## src/rtl/supply_supervisor_pkg.sv

```systemverilog
// Shared types for the supply supervisor.
// Assumes: nothing beyond IEEE 1800-2017.
package supply_supervisor_pkg;

    // State of the post-recovery reset hold.
    typedef enum logic {
        HOLD_BUSY = 1'b1,
        HOLD_DONE = 1'b0
    } hold_state_t;

    // Number of flops in each comparator synchroniser.
    localparam int unsigned SYNC_STAGES = 2;

endpackage

```

## src/rtl/supply_sync.sv

```systemverilog
// Multi-bit, multi-stage synchroniser for asynchronous comparator levels.
// Assumes: every bit is a slow level with no relation to the other bits,
//          so bits are synchronised independently.
module supply_sync #(
    parameter int unsigned WIDTH   = 2,
    parameter int unsigned STAGES  = 2,
    parameter logic [WIDTH-1:0] RST_VAL = '0
) (
    input  logic             clk,
    input  logic             rst_n,
    input  logic [WIDTH-1:0] din_a,
    output logic [WIDTH-1:0] dout
);
    logic [WIDTH-1:0] chain [STAGES];

    genvar g;
    generate
        for (g = 0; g < STAGES; g++) begin : g_stage
            if (g == 0) begin : g_first
                // First stage samples the asynchronous inputs.
                always_ff @(posedge clk) begin
                    if (!rst_n) chain[0] <= RST_VAL;
                    else        chain[0] <= din_a;
                end
            end else begin : g_next
                // Later stages settle any metastability.
                always_ff @(posedge clk) begin
                    if (!rst_n) chain[g] <= RST_VAL;
                    else        chain[g] <= chain[g-1];
                end
            end
        end
    endgenerate

    assign dout = chain[STAGES-1];
endmodule

```

## src/rtl/supply_hold_timer.sv

```systemverilog
// Hold timer: keeps 'busy' high while 'fault' is high and for HOLD_CYCLES
// clocks after it falls. A new fault restarts the whole count.
// Assumes: 'fault' is already synchronous to clk; HOLD_CYCLES >= 1.
module supply_hold_timer
    import supply_supervisor_pkg::*;
#(
    parameter int unsigned HOLD_CYCLES = 20_000_000
) (
    input  logic clk,
    input  logic rst_n,
    input  logic fault,
    output logic busy
);
    localparam int unsigned CW = (HOLD_CYCLES < 2) ? 1 : $clog2(HOLD_CYCLES);
    localparam logic [CW-1:0] LAST = CW'(HOLD_CYCLES - 1);

    logic [CW-1:0] cnt;
    hold_state_t   state;

    // Count clean cycles after a fault; restart on any new fault.
    always_ff @(posedge clk) begin
        if (!rst_n || fault) begin
            cnt   <= '0;
            state <= HOLD_BUSY;
        end else if (state == HOLD_BUSY) begin
            if (cnt == LAST) state <= HOLD_DONE;
            else             cnt   <= cnt + 1'b1;
        end
    end

    assign busy = (state == HOLD_BUSY);

    // the count never runs past its terminal value.
    p_cnt_bound_r2: assert property (@(posedge clk) disable iff (!rst_n)
        cnt <= LAST);

    // the hold ends only after a full count with no fault in between.
    p_full_count_r2: assert property (@(posedge clk) disable iff (!rst_n)
        $fell(busy) |-> ($past(cnt) == LAST && !$past(fault)));

    // a fault always brings the timer back to a busy, zeroed state.
    p_restart_r7: assert property (@(posedge clk) disable iff (!rst_n)
        fault |=> (busy && cnt == '0));
endmodule

```

## src/rtl/supply_supervisor.sv

```systemverilog
// Supply supervisor top. Synchronises the two comparator levels and then:
// applies reset and write protection on an out-of-tolerance rail, holds
// them for HOLD_CYCLES after recovery, and selects the backup source
// below the switchover level.
// Assumes: comparators are glitch-filtered levels; rst_pull_en feeds an
//          open-drain pad whose pull-down is enabled while it is 1.
module supply_supervisor
    import supply_supervisor_pkg::*;
#(
    parameter int unsigned HOLD_CYCLES = 20_000_000
) (
    input  logic clk,
    input  logic rst_n,
    input  logic vdd_in_tol_a,
    input  logic vdd_above_sw_a,
    output logic rst_pull_en,
    output logic mem_wr_prot,
    output logic bkp_sel
);
    logic [1:0] cmp_sync;
    logic       in_tol;
    logic       above_sw;
    logic       hold_busy;

    // Both comparators reset to "rail low" so the block starts safe.
    supply_sync #(
        .WIDTH   (2),
        .STAGES  (SYNC_STAGES),
        .RST_VAL (2'b00)
    ) u_sync (
        .clk   (clk),
        .rst_n (rst_n),
        .din_a ({vdd_above_sw_a, vdd_in_tol_a}),
        .dout  (cmp_sync)
    );

    assign in_tol   = cmp_sync[0];
    assign above_sw = cmp_sync[1];

    supply_hold_timer #(
        .HOLD_CYCLES (HOLD_CYCLES)
    ) u_hold (
        .clk   (clk),
        .rst_n (rst_n),
        .fault (!in_tol),
        .busy  (hold_busy)
    );

    // Output decode: a fault acts at once, the hold stretches the release.
    always_comb begin
        rst_pull_en = hold_busy || !in_tol;
        bkp_sel     = !above_sw;
        mem_wr_prot = rst_pull_en || bkp_sel;
    end

    // an out-of-tolerance rail always drives reset.
    p_fault_resets_r1: assert property (@(posedge clk) disable iff (!rst_n)
        !in_tol |-> rst_pull_en);

    // reset releases only from a rail that was in tolerance last cycle.
    p_release_clean_r3: assert property (@(posedge clk) disable iff (!rst_n)
        $fell(rst_pull_en) |-> (in_tol && $past(in_tol)));

    // the switchover comparator alone never lifts protection.
    p_upper_gates_r6: assert property (@(posedge clk) disable iff (!rst_n)
        (above_sw && !in_tol) |-> mem_wr_prot);

    // the protect flag drops only together with the reset release.
    p_prot_release_r4: assert property (@(posedge clk) disable iff (!rst_n)
        $fell(mem_wr_prot) |-> !rst_pull_en && !bkp_sel);
endmodule

```

## config.mk

```make
export PLATFORM = sky130hd
export DESIGN_NAME = supply_supervisor
export DESIGN_NICKNAME = d
export VERILOG_FILES = /design/src/rtl/supply_supervisor_pkg.sv /design/src/rtl/supply_sync.sv /design/src/rtl/supply_hold_timer.sv /design/src/rtl/supply_supervisor.sv
export SDC_FILE = /design/constraint.sdc
export NUM_CORES = 1
export LEC_CHECK = 0
export BUFFER_PORTS_ARGS = -buffer_cell sky130_fd_sc_hd__buf_2
export CORE_MARGIN = 1
export CORE_UTILIZATION = 59
export DETAILED_ROUTE_END_ITERATION = 12
export PLACE_DENSITY = 0.86
export SYNTH_ARGS = -nofsm -noshare
export SYNTH_HDL_FRONTEND = slang
export SYNTH_SLANG_ARGS = --single-unit
```

## constraint.sdc

```tcl
create_clock -name clk -period 2.5 [get_ports clk]
set_input_delay 0.125 -clock clk [delete_from_list [all_inputs] [get_ports clk]]
set_output_delay 0.125 -clock clk [all_outputs]
set_load 0.01 [all_outputs]
```

==> metrics.cfg <==
[min_path]
worstHoldPathType=in -> reg
min_from=vdd_in_tol_a

[floorplanning]
core_sq_um=2233
die_w_um=50.87
ios=7
dieArea_sq_um=2587
num_rows=17
initial_core_util_pct=63.08
dieHeight_um=50.87

[clock_tree]
cts_setup_buffers=0
path_clk_slew_ns=0.10
clk_latency_ns=0.33
cts_sinks=30
root_buffer=clkbuf_4
htree_levels=2
cts_made_buffers=5
cts_tree=done
cts.path.max_buffers=2

[timing]
layout_setup_ws_ns=0.5026
period_share_pct=79.89
setup_viol=0
timing.setup.tns_ns=0
finClkSkew_ns=0.01446
fmax_mhz=500.7
hold_viol=0
holdWs_ns=0.01272
worst_pin_slew_ns=0.7277
drv_slew=0
rsz0062_at_grt=no
final.min_clock_period_ns=1.997
slew_headroom_pct=51.37

[critical_path]
reg2reg_from=u_hold.cnt[20]
r2r_setup_slack_ns=0.50
cp_data_arrival_time_ns=2.19
worst-endpoint-required_ns=2.69
crit_path_start_kind=flip-flop
cp_max_fo=10
crit_path_start=u_hold.cnt[20]
crit_type=reg -> reg
cp-end-kind=flip-flop

[global_routing]
antenna_found_initial=0
grt_pass1_vias=1028
overflow=0
grt_pass1_wl_um=4560
grt_max_degree=23
grtUsageTotal_pct=23.84

[drt]
drtAntennaViolNets=0
num_vias=1175
remaining_drc_errors=0
wl_per_cell_um=13.47
vias_per_cell=5.875
routed_wl_um=2693
dr.pass1.iters=4
drt-initial-drc-count=49

[logic_synthesis]
syn_area_per_cell_sq_um=8.697
muxShareOfSynthArea_pct=2.131
synthAdderAreaFrac_pct=0.8881
synth_cell_type_count=38
yosys_warnings=0
synth-simple-area-share_pct=35.44
syn_nets=167
synth_top_family_by_area=simple AND/OR/NAND/NOR gates
netlist_instances=162
synthesis.area_sq_um=1409
synth-compound-area-share_pct=10.39
ys_ff_latch=30
synth.yosys.seq_area_share_pct=42.63
synth_xor_area_share_pct=5.595

[placement]
placed_cells=191
io_buffers=6
post-place-ws_ns=0.5539
post-dp-hpwl_um=1861
gp_congestion=0.8456

[pwr]
power.density_nw_per_um2=522.7
ir_drop_v=0.0004257
p_leak_nw=0.4844

[run]
cap_violations=0

[cells_and_area]
nNetsFinal=176
antenna_cells=0
area.growth.synth_to_final_pct=7.993
layout-drive-gt1-share_pct=12.79
stdcell_count=200

[run_status]
status=finished clean

through the flow:
stage	instance area [sq um]	utilization (%)	power, W
final	1521	68.12	0.0007952
after global routing	1521	68.12	0.0008231
after CTS	1521	68.12	0.0008009
after detailed placement	1451	64.99	0.0005054
after global placement	1451	64.99	0.0005046
after floorplan	1409	-	0.0005004
kinds of logic (layout without fill, tap and decap cells):
logic type / count (synthesis) / in the layout
buffers and inverters: 9 / 19
adders and majority gates: 1 / 1
xor gates and xnor gates: 9 / 9
DFF: 30 / 30
muxes: 3 / 3
AOI/OAI and AO/OA: 24 / 24
and+or+nand+nor: 86 / 86
worst max-delay path, stage by stage (launching register included):
cell and delay [ns]:
dfxtp_1 0.39, nor4bb_1 0.35, nand4_1 0.19, nor3_1 0.49, buf_4 0.26, or4_1 0.12
a21oi_1 0.06
repair_timing:
action	in CTS	in global routing
hold buffers	1	0
hold endpoints to repair	1	0
gates resized for setup	0	0
setup endpoints to repair	0	0
path summary, 6_finish.rpt:
| kind | endpoint | depth (start not counted) |
|---|---|---|
| worst min register to register | u_sync.chain[1][1] | 1 |
| worst max register to register | u_hold.cnt[15] | 6 |
| worst max-delay path | u_hold.cnt[15] | 6 |
| worst min-delay path | u_sync.chain[0][0] | 2 |
where the power goes:
part | switching (W) | internal, W
sequential | 0.00000162 | 0.000481
combinational | 0.00000735 | 0.00000568
clock | 0.000164 | 0.000136
layout make-up:
cell class                      instances  area (sq um)
Clock buffer                            7         55.05
Clock inverter                          1         5.005
Multi-Input combinational cell        123         767.0
Tap cell                               28         35.03
Timing Repair Buffer                    8         47.55
Fill cell                             185         711.9
Inverter                                3         11.26
Sequential cell                        30         600.6
synth_stat cells, drive strengths merged:
master,instances,area share (%)
a211oi,1,0.53
a21oi,10,3.6
a31oi,2,0.89
a41o,2,1.5
and2,5,2.2
and3,2,0.98
and4,5,3.3
buf,3,1.3
clkbuf,3,0.80
dfxtp,30,43
ha,1,0.89
inv,3,0.80
mux2i,3,2.1
nand2,19,5.1
nand2b,3,1.3
nand3,5,1.8
nand4,8,4.6
nor2,13,3.5
nor3,6,2.1
nor4,2,0.89
nor4b,1,0.62
nor4bb,3,2.1
o21ai,5,1.8
o21bai,1,0.53
o31ai,3,1.6
or2,2,0.89
or3,7,3.3
or3b,1,0.62
or4,4,2.1
xnor2,7,4.4
xor2,2,1.2
layout by cell type, fill, tap and decap left out, types with 2 or more instances in the layout:
| cell type | instances |
|---|---|
| or4_1 | 4 |
| o31ai_1 | 3 |
| a21oi_1 | 10 |
| nor4_1 | 2 |
| mux2i_1 | 3 |
| xor2_1 | 2 |
| nor2_1 | 13 |
| nor3_1 | 6 |
| or3_1 | 5 |
| nor4bb_1 | 3 |
| xnor2_1 | 7 |
| and2_1 | 5 |
| a31oi_1 | 2 |
| nand3_1 | 5 |
| nand2b_1 | 3 |
| and4_1 | 4 |
| nand2_1 | 19 |
| nand4_1 | 7 |
| o21ai_0 | 5 |
| clkbuf_4 | 5 |
| dfxtp_1 | 30 |
| inv_1 | 3 |
| buf_2 | 6 |
| or3_2 | 2 |
registers in the layout (all words and copies together) (netlist names):
| name | cells |
|---|---|
| u_sync.chain | 4 |
| u_hold.cnt | 25 |
| u_hold.busy | 1 |
per-layer routing:
metal	part of all wire, %	track usage (%)	wire, um
met5	0	0	0
met3	3.5	8.036	95
met2	45	35.56	1214
met1	50	31.52	1353
met4	1.1	9.722	29
No activity file was read; power rests on OpenSTA's default activity.
